$ cat config.mk
export PLATFORM = sky130hd
export DESIGN_NAME = dls_shift_unit
export DESIGN_NICKNAME = d
export VERILOG_FILES = /design/src/rtl/dls_pkg.sv /design/src/rtl/dls_wrap_counter.sv /design/src/rtl/dls_pair_path.sv /design/src/rtl/dls_wait_calc.sv /design/src/rtl/dls_shift_unit.sv
export SDC_FILE = /design/constraint.sdc
export NUM_CORES = 1
export LEC_CHECK = 0
export BUFFER_PORTS_ARGS = -buffer_cell sky130_fd_sc_hd__buf_2
export CORE_ASPECT_RATIO = 0.75
export CORE_UTILIZATION = 48
export DETAILED_ROUTE_END_ITERATION = 7
export GPL_TIMING_DRIVEN = 0
export PLACE_DENSITY = 0.86
export SYNTH_ARGS = -nofsm -noshare
export SYNTH_HDL_FRONTEND = slang
export SYNTH_HIERARCHICAL = 1
export SYNTH_SLANG_ARGS = --single-unit
$ cat constraint.sdc
create_clock -name clk -period 1.76 [get_ports clk]
set_clock_uncertainty 0.05 [all_clocks]
set_input_delay 0.088 -clock clk [delete_from_list [all_inputs] [get_ports clk]]
set_output_delay 0.088 -clock clk [all_outputs]
set_load 0.02 [all_outputs]
$ cat src/rtl/dls_pkg.sv
package dls_pkg;
   typedef enum logic {
      MOVE_RIGHT_ARITH = 1'b0,
      MOVE_ROT_LEFT    = 1'b1
   } move_kind_e;
endpackage

$ cat src/rtl/dls_wrap_counter.sv
module dls_wrap_counter #(
   parameter int CNT_W = 6
) (
   input  logic             clk,
   input  logic             rst_n,
   input  logic             load,
   input  logic [CNT_W-1:0] load_val,
   input  logic             step,
   output logic [CNT_W-1:0] cnt,
   output logic             last
);
   localparam logic [CNT_W-1:0] TOP = {CNT_W{1'b1}};

   if (CNT_W < 2) begin : g_bad_width
      $error("dls_wrap_counter: CNT_W must be at least 2");
   end

   always_ff @(posedge clk or negedge rst_n) begin
      if (!rst_n)
         cnt <= '0;
      else if (load)
         cnt <= load_val;
      else if (step)
         cnt <= cnt + 1'b1;
   end

   assign last = (cnt == TOP);


   cnt_step_chk: assert property (@(posedge clk) disable iff (!rst_n)
      (step && !load) |=> (cnt == $past(cnt) + 1'b1));
endmodule

$ cat src/rtl/dls_pair_path.sv
module dls_pair_path #(
   parameter int WORD_W = 32
) (
   input  logic              clk,
   input  logic              rst_n,
   input  logic              load,
   input  logic [WORD_W-1:0] acc_ld,
   input  logic [WORD_W-1:0] reg_ld,
   input  logic              step,
   input  dls_pkg::move_kind_e kind,
   output logic [WORD_W-1:0] acc_q,
   output logic [WORD_W-1:0] reg_q
);
   import dls_pkg::*;

   logic fill_bit;
   logic [WORD_W-1:0] acc_nx, reg_nx;

   if (WORD_W < 2) begin : g_bad_word
      $error("dls_pair_path: WORD_W must be at least 2");
   end

   always_comb begin
      fill_bit = (kind == MOVE_ROT_LEFT) ? reg_q[0] : acc_q[WORD_W-1];
      acc_nx   = {fill_bit, acc_q[WORD_W-1:1]};
      reg_nx   = {acc_q[0], reg_q[WORD_W-1:1]};
   end

   always_ff @(posedge clk or negedge rst_n) begin
      if (!rst_n) begin
         acc_q <= '0;
         reg_q <= '0;
      end else if (load) begin
         acc_q <= acc_ld;
         reg_q <= reg_ld;
      end else if (step) begin
         acc_q <= acc_nx;
         reg_q <= reg_nx;
      end
   end


   sign_keep_chk: assert property (@(posedge clk) disable iff (!rst_n)
      (step && !load && kind == MOVE_RIGHT_ARITH) |=> (acc_q[WORD_W-1] == $past(acc_q[WORD_W-1])));


   low_bit_flow_chk: assert property (@(posedge clk) disable iff (!rst_n)
      (step && !load) |=> (reg_q[WORD_W-1] == $past(acc_q[0])));
endmodule

$ cat src/rtl/dls_wait_calc.sv
module dls_wait_calc #(
   parameter int CNT_W      = 6,
   parameter int SHORT_WAIT = 1,
   parameter int LONG_WAIT  = 2,
   localparam int WAIT_W    = $clog2(LONG_WAIT + 1)
) (
   input  logic              clk,
   input  logic              rst_n,
   input  logic              load,
   input  logic [CNT_W-1:0]  field,
   output logic [WAIT_W-1:0] wait_q
);
   localparam logic [WAIT_W-1:0] SHORT_V = WAIT_W'(SHORT_WAIT);
   localparam logic [WAIT_W-1:0] LONG_V  = WAIT_W'(LONG_WAIT);

   if (SHORT_WAIT > LONG_WAIT) begin : g_bad_wait
      $error("dls_wait_calc: SHORT_WAIT must not exceed LONG_WAIT");
   end

   always_ff @(posedge clk or negedge rst_n) begin
      if (!rst_n)
         wait_q <= '0;
      else if (load)
         wait_q <= field[CNT_W-1] ? SHORT_V : LONG_V;
   end


   wait_hold_chk: assert property (@(posedge clk) disable iff (!rst_n)
      !load |=> $stable(wait_q));
endmodule

$ cat src/rtl/dls_shift_unit.sv
module dls_shift_unit #(
   parameter int WORD_W     = 32,
   parameter int SHORT_WAIT = 1,
   parameter int LONG_WAIT  = 2,
   localparam int PAIR_W    = 2 * WORD_W,
   localparam int CNT_W     = $clog2(PAIR_W),
   localparam int WAIT_W    = $clog2(LONG_WAIT + 1)
) (
   input  logic              clk,
   input  logic              rst_n,
   input  logic              start,
   input  logic              rot_left,
   input  logic [CNT_W-1:0]  count_fld,
   input  logic [WORD_W-1:0] acc_in,
   input  logic [WORD_W-1:0] reg_in,
   output logic [WORD_W-1:0] acc_out,
   output logic [WORD_W-1:0] reg_out,
   output logic              busy,
   output logic              done,
   output logic [WAIT_W-1:0] post_wait
);
   import dls_pkg::*;

   if ((WORD_W & (WORD_W - 1)) != 0) begin : g_bad_pow2
      $error("dls_shift_unit: WORD_W must be a power of two");
   end

   logic       busy_q, done_q, accept, last;
   move_kind_e kind_q;
   logic [CNT_W-1:0] cnt;

   assign accept = start && !busy_q;

   always_ff @(posedge clk or negedge rst_n) begin
      if (!rst_n) begin
         busy_q <= 1'b0;
         done_q <= 1'b0;
         kind_q <= MOVE_RIGHT_ARITH;
      end else if (accept) begin
         busy_q <= (count_fld != '0);
         done_q <= (count_fld == '0);
         kind_q <= rot_left ? MOVE_ROT_LEFT : MOVE_RIGHT_ARITH;
      end else begin
         busy_q <= busy_q && !last;
         done_q <= busy_q && last;
      end
   end

   dls_wrap_counter #(.CNT_W(CNT_W)) u_count (
      .clk(clk), .rst_n(rst_n), .load(accept), .load_val(count_fld),
      .step(busy_q), .cnt(cnt), .last(last));

   dls_pair_path #(.WORD_W(WORD_W)) u_pair (
      .clk(clk), .rst_n(rst_n), .load(accept), .acc_ld(acc_in),
      .reg_ld(reg_in), .step(busy_q), .kind(kind_q),
      .acc_q(acc_out), .reg_q(reg_out));

   dls_wait_calc #(.CNT_W(CNT_W), .SHORT_WAIT(SHORT_WAIT), .LONG_WAIT(LONG_WAIT)) u_wait (
      .clk(clk), .rst_n(rst_n), .load(accept), .field(count_fld),
      .wait_q(post_wait));

   assign busy = busy_q;
   assign done = done_q;


   done_excl_chk: assert property (@(posedge clk) disable iff (!rst_n)
      !(busy_q && done_q));


   done_pulse_chk: assert property (@(posedge clk) disable iff (!rst_n)
      done_q |=> !done_q || $past(accept));


   ignore_start_chk: assert property (@(posedge clk) disable iff (!rst_n)
      (busy_q && start) |=> $stable(kind_q));


   zero_no_busy_chk: assert property (@(posedge clk) disable iff (!rst_n)
      (accept && count_fld == '0) |=> (!busy_q && done_q));


   wait_range_chk: assert property (@(posedge clk) disable iff (!rst_n)
      done_q |-> (post_wait == WAIT_W'(SHORT_WAIT) || post_wait == WAIT_W'(LONG_WAIT)));
endmodule

Word-level counts from Yosys, hierarchy flattened
Index checks and enable logic that the tools add are counted.
- register bits after elaboration: 75
- input port bits: 74
- output and inout port bits: 68
- logic and storage cells: 31
- add/sub/neg operators: 1
- equal/unequal tests: 1
- muxes and demuxes: 11
- reduce and logical (&&, ||, !) cells: 10
- operators with widths (kind ; count):
    2-to-1 mux 32 bit ; 4
    2-to-1 mux 6 bit ; 2
    adder 6 x 1 -> 6 bit (second input constant) ; 1
    == test 6 bit (second input constant) ; 1
    zero test 6 bit ; 1
    nonzero test 6 bit ; 1
    2-to-1 mux 1 bit ; 4
    nonzero test 2 bit ; 2
    logical AND 1 bit ; 3
    zero test 1 bit ; 2
    2-to-1 mux 2 bit ; 1
    AND reduction 2 bit ; 1

Logic depth before layout (Yosys ltp)
- depth after elaboration: 4
- depth in mapped cells: 5
- depth with buffers taken out: 5

Hierarchy
The synthesis kept the hierarchy.
- by module, submodules not included (module ; times used ; cells an instance ; area an instance (um^2) ; sequential area each (um^2)):
    dls_pair_path ; 1 ; 279 ; 3001.6 ; 1601.5
    dls_wrap_counter ; 1 ; 35 ; 319.1 ; 150.1
    dls_shift_unit ; 1 ; 11 ; 146.4 ; 75.1
    dls_wait_calc ; 1 ; 5 ; 78.8 ; 50.0

Worst setup path after synthesis
No wires, ideal clock.
- kind: register to register
- start: register busy_q (netlist: busy)
- end: register u_pair.acc_q[0]
- setup time: 0.132 ns
- data arrival time: 1.498 ns
- data required time: 1.578 ns
- setup slack: 0.079 ns
- cell stages (with the launch flop): 5
- path buffers: 2
- clock period less this slack: 1.681 ns
- cells stage by stage: dfrtp_1 nor2b_2 buf_2 clkbuf_1 o21ai_1
- cells in the longest elaborated chain, start to end: 3
- elaborated cells between the ends (all ways): 4
- those cells by class: mux: 1; reduce/logical: 3
- ends and longest elaborated chain (element ; RTL line ; text):
    start, declared ; dls_shift_unit.sv:28 ; logic busy_q, done_q, accept, last;
    start signal, assigned ; dls_shift_unit.sv:40 ; busy_q <= (count_fld != '0);
    start signal, assigned ; dls_shift_unit.sv:44 ; busy_q <= busy_q && !last;
    zero test 1 bit (*) ; dls_shift_unit.sv:32 ; assign accept = start && !busy_q;
    logical AND 1 bit (*) ; dls_shift_unit.sv:32 ;
    net accept ; dls_shift_unit.sv:28 ;
    2-to-1 mux 32 bit or nonzero test 2 bit (tied branches) ; -- ;
    end signal, assigned ; dls_pair_path.sv:34 ; acc_q <= acc_ld;
    end signal, assigned ; dls_pair_path.sv:37 ; acc_q <= acc_nx;
    end, declared ; dls_pair_path.sv:11 ; output logic [WORD_W-1:0] acc_q,
The timed path passes the listed nets; every way through them passes the cells marked *.
A chain may end at the register's enable or synchronous reset.

Final worst setup path
- start: register busy_q (netlist: busy)
- end: register u_pair.acc_q[7]
The elaborated chain is that of the path after synthesis.

==> results.cfg <==
[detailed_routing]
drcViolationCount = 0
vias = 3406
wl_per_cell_um = 16.0
postRouteAntennaNets = 0
dr.pass1.iters = 4
wl_um = 10600
drt-vias-per-instance = 5.17
initialDrtViolationCount = 127

[finish]
area_delta_synth_final_pct = 50.8
drive_gt1_share_pct = 33.2
diodes = 0
fin_area_um2 = 5350
fillers = 474
fin_nets = 632

[sta]
fin_crit_ns = 1.62
finalSetupViolCount = 0
timing.hold.ws_ns = 0.0298
setup_tns_ns = 0
hold_viol = 0
worstMarginPinSlew_ns = 0.430
setup_ws_ns = 0.138
rsz0062_at_grt = no
period_share_pct = 92.2
maxSlewViolCount = 0
fmax_mhz = 616
relSlewSlack_pct = 71.3

[worst_setup_path]
rr_worst_depth = 6
worstReg2RegEnd = u_pair/acc_q[7]
start_kind = flop
cp-end-kind = flop
cp.required_ns = 1.96
crit_path_start = busy
path_max_fanout = 11
r2r_setup_slack_ns = 0.14
cp_data_arrival_time_ns = 1.82
criticalPathCategory = flop to flop
cp-endpoint = u_pair/acc_q[7]
timing.rr.start = busy

[placed_design]
postPlaceCellArea_um2 = 4400
dp_hpwl_um = 6060
gp_congestion = 0.860
io_buffers = 141
place_ws_ns = -0.282

[clock_network]
cts_inserted_buffers = 9
clkLatencyLatePin_ns = 0.34
cts_tree = done
clk_pin_slew_ns = 0.07
clockBufferDepth = 2
cts-root-buf = clkbuf_8
clock_sinks = 75
cts_htree_levels = 3

[global_route]
gr-total-overflow = 0
grt_pass1_wl_um = 16900
use_met1_pct = 34.7
gr-usage-met2_pct = 49.3
grtUsageTotal_pct = 28.8
antenna_found_initial = 0
grt_max_degree = 45
grt_busiest_layer = met2
grt_pass1_vias = 3493
globalRouteMet3Util_pct = 5.96

[synthesis]
avgSynthCellArea_um2 = 10.7
yosysUniqueCellTypes = 30
ys_seq_elements = 75
ys_warn_count = 6
syn-instance-count = 330
syn-cell-area_um2 = 3550
syn_nets = 405
seq_area_frac_synth_pct = 52.9

[power]
p_sw_w = 0.00413
p_leak_nw = 2.87
p_per_area_nw_per_um2 = 1790
power_frac_comb_pct = 51.3
ir_drop_v = 0.000986
power_frac_clock_pct = 13.7
intPower_w = 0.00543
total_power_w = 0.00955
sequentialPowerShare_pct = 35.0
swShare_pct = 43.2

[floorplanning]
pin_count = 142
fp.dieH_um = 76.4
rows = 26
core_um2 = 6960
initial_core_util_pct = 50.9
dieArea_um2 = 7740
die_w_um = 101

[status]
status = complete, no violations

[job]
maxCapViolCount = 0

[worst_hold_path]
hold_class = input pin to flop
## worst min path at each step
| stage | startpoint | to | slack, ns | cells after the start |
|---|---|---|---|---|
| 2_1_floorplan | rst_n | busy | -0.26 | 0 |
| 3_3_place_gp | reg_in[18] | u_pair/reg_q[18] | 0.25 | 3 |
| 3_5_place_dp | rst_n | u_count/cnt[4] | 0.01 | 1 |
| 4_1_cts | acc_in[31] | u_pair/acc_q[31] | 0.01 | 3 |
| 5_1_grt | acc_in[31] | u_pair/acc_q[31] | 0.03 | 3 |
| 6_report | acc_in[31] | u_pair/acc_q[31] | 0.03 | 3 |
## cell usage in the layout (no fill, tap or decap), types with 3 or more instances in the layout
cell | Yosys | routed
buf_2 | 5 | 145
dfrtp_1 | 75 | 74
nand2_1 | 72 | 72
dlygate4sd3_1 | 0 | 71
mux2i_1 | 65 | 65
o21ai_1 | 63 | 63
clkbuf_8 | 0 | 11
clkbuf_2 | 0 | 8
buf_4 | 3 | 7
o21ai_0 | 6 | 6
buf_12 | 5 | 5
nor2_1 | 3 | 3
inv_1 | 3 | 3
clkbuf_1 | 9 | 3
xor2_1 | 3 | 3
## sequential cells by signal, indices dropped and copies added, names as in the netlist
signal         cells
u_pair/acc_q      32
u_pair/reg_q      32
u_count/cnt        6
u_wait/wait_q      2
busy               1
done               1
kind_q             1
## critical path, stage by stage (launching register included)
cell      delay (ns)
dfrtp_2         0.51
nor2b_4         0.20
buf_4           0.14
buf_4           0.17
clkbuf_2        0.26
nand2_1         0.09
o21ai_1         0.11
## cells by family (layout without fill, tap and decap cells)
group / count (synthesis) / count (layout) / share of synthesized area (%)
compound gates: 74 / 74 / 10.9
simple gates: 83 / 83 / 9.99
xor+xnor: 4 / 4 / 0.988
buf+inv: 26 / 257 / 5.75
flops: 75 / 75 / 52.9
fa+ha+maj: 1 / 1 / 0.353
mux: 67 / 67 / 19.1
## cell usage after synthesis
cell | instances | share of area, %
nand3_1 | 1 | 0.14
a31oi_1 | 1 | 0.18
buf_6 | 1 | 0.32
or3_1 | 1 | 0.18
o31a_1 | 1 | 0.25
mux2_4 | 1 | 0.42
and3_1 | 1 | 0.18
o21ai_1 | 63 | 8.9
buf_2 | 5 | 0.71
o21ai_0 | 6 | 0.85
nand2b_1 | 1 | 0.18
nor4_4 | 1 | 0.60
nor2_1 | 3 | 0.32
buf_4 | 3 | 0.64
nand2_1 | 72 | 7.6
clkbuf_1 | 9 | 0.95
nand4_1 | 1 | 0.18
nor2b_2 | 1 | 0.25
buf_12 | 5 | 2.8
xor2_1 | 3 | 0.74
a32o_1 | 1 | 0.28
dfrtp_1 | 75 | 53
xnor2_1 | 1 | 0.25
mux2_2 | 1 | 0.32
nand4_2 | 1 | 0.35
a21boi_0 | 1 | 0.21
ha_1 | 1 | 0.35
a22o_1 | 1 | 0.25
mux2i_1 | 65 | 18
inv_1 | 3 | 0.32
## cell type report
class	count	area [um2]	area share (%)
clock inverters	2	35.0	0.655
clock buffers	13	159	2.97
plain buffers	23	203	3.79
inverters	3	11.3	0.211
well taps	98	123	2.29
flip-flops and latches	75	1880	35.1
repair buffers	216	1470	27.5
multi-input cells	229	1470	27.5
## repair_timing
item | in CTS | in global routing
hold endpoints to repair | 103 | 0
resized for setup | 9 | 1
buffers inserted | 0 | 3
hold buffers | 71 | 0
setup endpoints to repair | 63 | 63
pin swaps | 0 | 0
## routing by layer
| layer | wire [um] | vias to the layer above |
|---|---|---|
| li1 | - | 1587 |
| met1 | 4370 | 1623 |
| met2 | 5270 | 161 |
| met3 | 607 | 35 |
| met4 | 331 | 0 |
| met5 | 0 | - |
## metrics by stage
stage	instances	utilization, %
global route	659	76.8
CTS	656	76.5
floorplan	330	-
finish	659	76.8
global placement	569	62.8
detailed placement	570	63.3
## power by group through the flow
| stage | Clock (W) | Combinational, W | Sequential (W) |
|---|---|---|---|
| 2_1_floorplan | 0 | 0.00235 | 0.00413 |
| 3_3_place_gp | 0 | 0.00448 | 0.00328 |
| 3_5_place_dp | 0 | 0.00463 | 0.00333 |
| 4_1_cts | 0.00135 | 0.00477 | 0.00331 |
| 5_1_grt | 0.00143 | 0.00527 | 0.00345 |
| 6_report | 0.00131 | 0.00490 | 0.00334 |
No activity file was read; power rests on OpenSTA's default activity.
